==> src/rtl/cal_seq_pkg.sv <==
package cal_seq_pkg;
   localparam int MODE_W  = 2;
   localparam int N_KINDS = 3;

   typedef enum logic [MODE_W-1:0] {
      MODE_CONV = 2'b00,
      MODE_OFFS = 2'b01,
      MODE_PFS  = 2'b10,
      MODE_NFS  = 2'b11
   } cal_mode_e;

   function automatic logic mode_is_cal(input cal_mode_e m);
      return m != MODE_CONV;
   endfunction
endpackage

==> src/rtl/cal_ctrl_regfile.sv <==
module cal_ctrl_regfile
   import cal_seq_pkg::*;
#(
   parameter int N_LCH  = 8,
   parameter int PCH_W  = 3,
   parameter int CTRL_W = 8,
   localparam int LCH_W = $clog2(N_LCH)
) (
   input  logic                    clk,
   input  logic                    rst_n,
   input  logic                    wr_en,
   input  logic [LCH_W-1:0]        wr_addr,
   input  logic [CTRL_W-1:0]       wr_data,
   input  logic                    clr_en,
   input  logic [LCH_W-1:0]        clr_addr,
   input  logic [LCH_W-1:0]        rd_addr,
   output logic [CTRL_W-1:0]       rd_data,
   input  logic [LCH_W-1:0]        scan_addr,
   output cal_mode_e               scan_mode,
   output logic [PCH_W-1:0]        scan_pch,
   output logic [N_LCH*CTRL_W-1:0] ctrl_flat
);
   cal_mode_e        mode_q [N_LCH];
   logic [PCH_W-1:0] pch_q  [N_LCH];

   for (genvar i = 0; i < N_LCH; i++) begin : g_lch
      logic hit_wr, hit_clr;
      assign hit_wr  = wr_en  && (wr_addr  == LCH_W'(i));
      assign hit_clr = clr_en && (clr_addr == LCH_W'(i));

      always_ff @(posedge clk) begin
         if (!rst_n) begin
            mode_q[i] <= MODE_CONV;
            pch_q[i]  <= '0;
         end else if (hit_wr) begin
            // host write outranks the automatic clear
            mode_q[i] <= cal_mode_e'(wr_data[MODE_W-1:0]);
            pch_q[i]  <= wr_data[MODE_W +: PCH_W];
         end else if (hit_clr) begin
            mode_q[i] <= MODE_CONV;
         end
      end

      always_comb begin
         ctrl_flat[i*CTRL_W +: CTRL_W]          = '0;
         ctrl_flat[i*CTRL_W +: MODE_W]          = mode_q[i];
         ctrl_flat[i*CTRL_W + MODE_W +: PCH_W]  = pch_q[i];
      end
   end

   always_comb begin
      rd_data                 = '0;
      rd_data[MODE_W-1:0]     = mode_q[rd_addr];
      rd_data[MODE_W +: PCH_W] = pch_q[rd_addr];
   end

   assign scan_mode = mode_q[scan_addr];
   assign scan_pch  = pch_q[scan_addr];
endmodule

==> src/rtl/cal_scan_ptr.sv <==
module cal_scan_ptr #(
   parameter int N_LCH  = 8,
   localparam int LCH_W = $clog2(N_LCH)
) (
   input  logic             clk,
   input  logic             rst_n,
   input  logic             step,
   output logic [LCH_W-1:0] ptr
);
   logic [LCH_W-1:0] nxt;

   if ((1 << LCH_W) == N_LCH) begin : g_pow2
      assign nxt = ptr + LCH_W'(1);
   end else begin : g_wrap
      assign nxt = (ptr == LCH_W'(N_LCH - 1)) ? '0 : ptr + LCH_W'(1);
   end

   always_ff @(posedge clk) begin
      if (!rst_n)    ptr <= '0;
      else if (step) ptr <= nxt;
   end
endmodule

==> src/rtl/cal_mode_decode.sv <==
module cal_mode_decode
   import cal_seq_pkg::*;
(
   input  logic      fire,
   input  cal_mode_e mode,
   output logic      to_data,
   output logic      to_coef
);
   always_comb begin
      to_data = 1'b0;
      to_coef = 1'b0;
      if (fire) begin
         unique case (mode)
            MODE_CONV:                     to_data = 1'b1;
            MODE_OFFS, MODE_PFS, MODE_NFS: to_coef = 1'b1;
            default:                       to_data = 1'b0;
         endcase
      end
   end
endmodule

==> src/rtl/cal_coef_bank.sv <==
module cal_coef_bank
   import cal_seq_pkg::*;
#(
   parameter int N_PCH  = 8,
   parameter int DATA_W = 16,
   localparam int PCH_W = $clog2(N_PCH)
) (
   input  logic              clk,
   input  logic              rst_n,
   input  logic              we,
   input  cal_mode_e         wkind,
   input  logic [PCH_W-1:0]  wpch,
   input  logic [DATA_W-1:0] wdata,
   input  logic [MODE_W-1:0] rkind,
   input  logic [PCH_W-1:0]  rpch,
   output logic [DATA_W-1:0] rdata
);
   logic [DATA_W-1:0] kind_rd [N_KINDS];

   for (genvar k = 0; k < N_KINDS; k++) begin : g_kind
      localparam logic [MODE_W-1:0] KCODE = MODE_W'(k + 1);
      logic [DATA_W-1:0] mem [N_PCH];

      always_ff @(posedge clk) begin
         if (!rst_n) begin
            for (int p = 0; p < N_PCH; p++) mem[p] <= '0;
         end else if (we && (wkind == cal_mode_e'(KCODE))) begin
            mem[wpch] <= wdata;
         end
      end

      assign kind_rd[k] = mem[rpch];
   end

   always_comb begin
      rdata = '0;
      for (int k = 0; k < N_KINDS; k++)
         if (rkind == MODE_W'(k + 1)) rdata = kind_rd[k];
   end
endmodule

==> src/rtl/cal_sequencer.sv <==
module cal_sequencer
   import cal_seq_pkg::*;
#(
   parameter int N_LCH  = 8,
   parameter int N_PCH  = 8,
   parameter int DATA_W = 16,
   parameter int CTRL_W = 8,
   localparam int LCH_W = $clog2(N_LCH),
   localparam int PCH_W = $clog2(N_PCH)
) (
   input  logic              clk,
   input  logic              rst_n,
   input  logic              cfg_wr_en,
   input  logic [LCH_W-1:0]  cfg_addr,
   input  logic [CTRL_W-1:0] cfg_wdata,
   input  logic [LCH_W-1:0]  cfg_rd_addr,
   output logic [CTRL_W-1:0] cfg_rdata,
   input  logic              conv_done,
   input  logic [DATA_W-1:0] conv_result,
   output logic [LCH_W-1:0]  scan_ch,
   output logic              dat_valid,
   output logic [LCH_W-1:0]  dat_ch,
   output logic [DATA_W-1:0] dat_value,
   input  logic [MODE_W-1:0] coef_rd_kind,
   input  logic [PCH_W-1:0]  coef_rd_pch,
   output logic [DATA_W-1:0] coef_rdata
);
   if (N_LCH < 2) begin : g_bad_lch
      $error("cal_sequencer: N_LCH must be at least 2");
   end
   if (N_PCH < 2) begin : g_bad_pch
      $error("cal_sequencer: N_PCH must be at least 2");
   end
   if (CTRL_W < MODE_W + PCH_W) begin : g_bad_ctrl
      $error("cal_sequencer: CTRL_W too narrow for mode and physical fields");
   end

   cal_mode_e               cur_mode;
   logic [PCH_W-1:0]        cur_pch;
   logic                    go_data, go_coef;
   logic [N_LCH*CTRL_W-1:0] ctrl_flat;

   cal_scan_ptr #(.N_LCH(N_LCH)) u_ptr (
      .clk  (clk),
      .rst_n(rst_n),
      .step (conv_done),
      .ptr  (scan_ch)
   );

   cal_ctrl_regfile #(.N_LCH(N_LCH), .PCH_W(PCH_W), .CTRL_W(CTRL_W)) u_regs (
      .clk      (clk),
      .rst_n    (rst_n),
      .wr_en    (cfg_wr_en),
      .wr_addr  (cfg_addr),
      .wr_data  (cfg_wdata),
      .clr_en   (go_coef),
      .clr_addr (scan_ch),
      .rd_addr  (cfg_rd_addr),
      .rd_data  (cfg_rdata),
      .scan_addr(scan_ch),
      .scan_mode(cur_mode),
      .scan_pch (cur_pch),
      .ctrl_flat(ctrl_flat)
   );

   cal_mode_decode u_dec (
      .fire   (conv_done),
      .mode   (cur_mode),
      .to_data(go_data),
      .to_coef(go_coef)
   );

   cal_coef_bank #(.N_PCH(N_PCH), .DATA_W(DATA_W)) u_coef (
      .clk  (clk),
      .rst_n(rst_n),
      .we   (go_coef),
      .wkind(cur_mode),
      .wpch (cur_pch),
      .wdata(conv_result),
      .rkind(coef_rd_kind),
      .rpch (coef_rd_pch),
      .rdata(coef_rdata)
   );

   always_ff @(posedge clk) begin
      if (!rst_n) begin
         dat_valid <= 1'b0;
         dat_ch    <= '0;
         dat_value <= '0;
      end else begin
         dat_valid <= go_data;
         if (go_data) begin
            dat_ch    <= scan_ch;
            dat_value <= conv_result;
         end
      end
   end
endmodule

==> config.mk <==
export PLATFORM = sky130hd
export DESIGN_NAME = cal_sequencer
export DESIGN_NICKNAME = d
export VERILOG_FILES = /design/src/rtl/cal_seq_pkg.sv /design/src/rtl/cal_ctrl_regfile.sv /design/src/rtl/cal_scan_ptr.sv /design/src/rtl/cal_mode_decode.sv /design/src/rtl/cal_coef_bank.sv /design/src/rtl/cal_sequencer.sv
export SDC_FILE = /design/constraint.sdc
export NUM_CORES = 1
export LEC_CHECK = 0
export BUFFER_PORTS_ARGS = -buffer_cell sky130_fd_sc_hd__buf_2
export CORE_MARGIN = 2
export CORE_UTILIZATION = 64
export DETAILED_ROUTE_END_ITERATION = 10
export PLACE_DENSITY = 0.82
export REMOVE_ABC_BUFFERS = 1
export SETUP_SLACK_MARGIN = 0.5
export SLEW_MARGIN = 10
export SYNTH_ARGS = -nofsm -noshare
export SYNTH_HDL_FRONTEND = slang
export SYNTH_HIERARCHICAL = 1
export SYNTH_SLANG_ARGS = --single-unit
==> constraint.sdc <==
create_clock -name clk -period 6.5 [get_ports clk]
set_input_delay 0.65 -clock clk [delete_from_list [all_inputs] [get_ports clk]]
set_output_delay 0.65 -clock clk [all_outputs]
set_load 0.03 [all_outputs]
Word-level counts from Yosys, hierarchy flattened
Memory sizes are Yosys's and may differ from the RTL's. A register that Yosys moved wholly into a read port is not among the register bits.
Cells that the tools add are included.
{ "word_totals": {"ff_bits": 23, "ramBits": 424, "inputBits": 39, "output_inout_bits": 47, "wordCells": 190, "mem_count": 5} }
{ "memory_table": {"columns": ["memory", "depth", "width", "rd", "rd_clocked_by_memory_dff", "wr", "line_no", "rtl"], "rows": [
  ["u_coef.g_kind[0].mem", 8, 16, 1, 0, 8, "cal_coef_bank.sv:22", "logic [DATA_W-1:0] mem [N_PCH];"],
  ["u_coef.g_kind[1].mem", 8, 16, 1, 0, 8, "cal_coef_bank.sv:22", null],
  ["u_coef.g_kind[2].mem", 8, 16, 1, 0, 8, "cal_coef_bank.sv:22", null],
  ["u_regs.pch_q", 8, 3, 2, 1, 8, "cal_ctrl_regfile.sv:24", "logic [PCH_W-1:0] pch_q [N_LCH];"],
  ["u_regs.mode_q", 8, 2, 2, 1, 8, "cal_ctrl_regfile.sv:23", "cal_mode_e mode_q [N_LCH];"]
]} }
{ "classes": {"n_addsub": 1, "eq_ne": 20, "mux": 110, "bitwise_logic": 24, "n_reduce_logical": 26} }
{ "ops": {"columns": ["op", "n"], "rows": [
  ["2-to-1 mux 16 bit", 6],
  ["2-to-1 mux 1 bit", 73],
  ["OR reduction 16 bit", 3],
  ["2-to-1 mux 3 bit", 15],
  ["2-to-1 mux 2 bit", 16],
  ["== test 3 bit, second input constant", 8],
  ["OR 1 bit", 24],
  ["logical AND 1 bit", 19],
  ["== test 3 x 2 -> 1 bit, second input constant", 4],
  ["== test 2 bit, second input constant", 4],
  ["== test 3 x 1 -> 1 bit, second input constant", 2],
  ["zero test 3 bit", 2],
  ["== test 2 x 1 -> 1 bit, second input constant", 2],
  ["adder 3 x 1 -> 3 bit, second input constant", 1],
  ["OR reduction 3 bit", 1],
  ["zero test 2 bit", 1]
]} }

Depth between registers and ports, before layout
{ "depth": {"depth_word": 10, "mapped_depth": 9, "depth_no_buf": 6} }

Cells and area by module
Netlist, hierarchy kept.
{ "modules_own_cells": {"columns": ["mod", "instances", "cells_each", "area_per_inst_um2", "seq_area_each_um2"], "rows": [
  ["cal_coef_bank", 1, 1189, 17750.8, 11531.1],
  ["cal_ctrl_regfile", 1, 187, 2519.9, 1201.2],
  ["cal_sequencer", 1, 63, 745.7, 400.4],
  ["cal_scan_ptr", 1, 12, 127.6, 60.1],
  ["cal_mode_decode", 1, 2, 20.0, 0.0]
]} }

Least setup slack after synthesis
Ideal clock, no wire load.
{ "synth_path": {"path_type": "register -> register", "startpoint": "register, netlist name u_ptr/ptr[0]", "endpoint": "memory u_coef.g_kind[0].mem[4][0], enable pin", "setup_time_ps": 411, "arrival_time_ps": 3381, "required_time_ps": 6089, "setup_slack_ps": 2708, "path_stages_with_launch": 6, "path_buffers": 1, "synth_period_minus_slack_ps": 3792, "cell_sequence": "dfxtp_1 > buf_6 > mux4_1 > mux2_2 > or3b_1 > o21ai_0"} }
{ "synth_rtl": {"columns": ["element", "line_no"], "rows": [
  ["end: declaration", "cal_coef_bank.sv:22"]
]} }

Final worst setup path
{ "layout_path": {"startpoint": "input coef_rd_pch[0]", "endpoint": "output coef_rdata[4]"} }
{ "layout_between": {"elab_chain_len": 4, "elab_cells_between_ends": 6, "classes_between": "3 x mux; 3 x memory"} }
{ "layout_lines": {"columns": ["element", "line_no", "rtl"], "rows": [
  ["start: declaration", "cal_sequencer.sv:25", "input logic [PCH_W-1:0] coef_rd_pch,"],
  ["memory read (8 x 16 bit)", null, null],
  ["2-to-1 mux 16 bit (2 in a row)", "cal_coef_bank.sv:38", "if (rkind == MODE_W'(k + 1)) rdata = kind_rd[k];"],
  ["2-to-1 mux 16 bit *", "cal_coef_bank.sv:38", null],
  ["end: declaration", "cal_sequencer.sv:26", "output logic [DATA_W-1:0] coef_rdata"]
]} }
Every way passes the cells marked *; elsewhere a longest branch is shown, timed or not.

==> flow_summary_export.csv <==
group,metric,value,unit
run_status,status,"completed",
routing,drc_errors,0,
timing,whs,469,ps
power,p_per_area,279,nW/µm²
power,p_leak,8.57,nW
grt,grt_pass1_wl,76.1,mm
clock_network,cts_buffer_depth,3,
layout,n_antenna_cell,0,
timing,finalWorstSetupSlack,2500,ps
timing,finalHoldViolCount,0,
layout,syn2layout_area_growth,9.65,%
timing,grt_setup_unrepaired,"no",
worst_setup_path,critPathRequiredTime,5850,ps
floorplan,dieArea,34300,µm²
worst_setup_path,endpoint_kind,"output pin",
min_path,hp-class,"in -> reg",
yosys,ys_warn_count,6,
place,place_hpwl,31.9,mm
layout,drive_gt1_share,17.9,%
grt,grt_remaining_overflow,0,
routing,vias,12487,
floorplan,row_count,66,
timing,skew,17.5,ps
floorplan,ios,86,
power,peakVddDrop,0.218,mV
worst_setup_path,cp-start-kind,"input pin",
routing,drtIter0Drc,1571,
grt,antenna_found_initial,0,
grt,grt_pass1_vias,12521,
clock_network,clk_pin_slew,60,ps
floorplan,dieWidth,185,µm
clock_network,worstSkewPairLatency,540,ps
grt,gr-usage-all-layers,30.5,%
place,io_buffer_count,79,
timing,fmaxAchievable,0.250,GHz
timing,slew_headroom,24.8,%
routing,wl,50.7,mm
layout,finalCoreUtilization,71.1,%
layout,nets,1510,
timing,tightest_slew,1120,ps
worst_setup_path,reg2regPathDepth,5,
routing,ant_nets,0,
routing,drt-pass1-iter-count,6,
floorplan,core-area,32400,µm²
routing,wl_per_cell,26.1,µm
yosys,synthCells,1429,
floorplan,initial_utilization,64.8,%
min_path,holdPathStages,3,
place,place.gp.congestion,0.873,
clock_network,cts.htree.levels,2,
floorplan,die_h,185,µm
clock_network,hold_buffers,0,
job,cap_violations,0,
clock_network,cts_buffers,45,
clock_network,cts_sinks,447,
routing,via_per_inst,6.43,
clock_network,clockRootBuffer,"clkbuf_16",
clock_network,cts_tree,"done",
place,place_ws,2540,ps
timing,fin_crit_sh,61.5,%
yosys,synth_area,21000,µm²
power,totalPowerFinal,6.42,mW
timing,setup_tns,0,ps
timing,post-route-min-period,4000,ps
worst_setup_path,arrival,3350,ps
clock_network,cts.repair.resized,0,
grt,grt_max_degree,56,
clock_network,cts_setup_buffers,0,
worst_setup_path,path_class,"in -> out",
timing,setup_viol,0,
timing,drv_slew,0,
yosys,synth.avg_cell_area,14.7,µm²
worst_setup_path,critPathMaxFanout,51,
[through the flow]
stage / area [µm²] / std cells
final: 23000 / 1942
after global routing: 23000 / 1942
after CTS: 23000 / 1942
after detailed placement: 21600 / 1865
after global placement: 21600 / 1865
after floorplan: 20400 / 1312
[cells in the final DEF, fill, tap and decap left out, types with 2 or more instances in the layout]
cell type / count
dfxtp_1: 23
nand2_1: 14
mux4_1: 20
mux2_2: 10
nor3_1: 40
buf_2: 77
edfxtp_1: 424
nand2b_1: 12
a221oi_1: 18
nand4b_4: 2
nor2b_1: 24
mux4_2: 58
o211ai_1: 8
buf_4: 33
conb_1: 3
o221ai_1: 8
clkinv_2: 4
o21ai_0: 16
a21oi_1: 8
nand3b_1: 4
clkbuf_16: 47
mux2i_1: 99
clkinv_1: 10
nor2_1: 22
nor2_2: 11
nand3_1: 22
a22oi_1: 28
clkbuf_1: 8
clkbuf_8: 10
and2_1: 388
a221oi_2: 8
o21ai_1: 26
[state kept, by name (all words and copies together) (netlist names)]
name and cells:
u_ptr/ptr 3, dat_valid 1, u_regs/pch_q 24, u_regs/mode_q 16, dat_ch 3, dat_value 16, u_coef/g_kind.mem 384
[worst max-delay path, cell delays in order]
cell and delay [ps]:
buf_6 480, buf_4 550, mux2i_1 180, a221oi_1 680, o21ai_0 240, nand3_1 270
buf_2 250
[power breakdown]
group          leakage, nW  total (mW)  switching [mW]  internal [mW]
clock                0.707        2.50            1.03           1.47
combinational         3.32       0.617           0.417          0.200
sequential            4.55        3.31          0.0463           3.26
total                 8.57        6.42            1.49           4.93
[final timing paths]
check | from | end | slack, ps
worst max register to register | u_ptr/ptr[0]$_SDFFE_PN0P_ | u_coef/g_kind[2].mem[0][6]$_SDFFCE_PN0P_ | 2730
worst max-delay path | coef_rd_pch[0] | coef_rdata[4] | 2500
worst min-delay path | conv_done | u_ptr/ptr[2]$_SDFFE_PN0P_ | 470
worst min register to register | dat_value[8]$_SDFFE_PN0P_ | dat_value[8]$_SDFFE_PN0P_ | 520
[area by class of cell]
| cell class | count | area, µm² |
|---|---|---|
| flip-flops and latches | 447 | 13200 |
| fillers | 2099 | 9360 |
| multi-input cells | 860 | 7170 |
| clock buffers | 66 | 1350 |
| repair buffers | 111 | 644 |
| well taps | 442 | 553 |
| clock inverters | 11 | 77.6 |
| inverters | 5 | 18.8 |
[routing by layer]
layer	track usage [%]	up-vias	wire length, µm
met5	0	-	0
met3	6.04	115	5100
met4	12.5	0	1950
met1	41.3	6208	19200
li1	-	5413	-
met2	48.9	751	24500
Power figures use the tool's default switching activity.
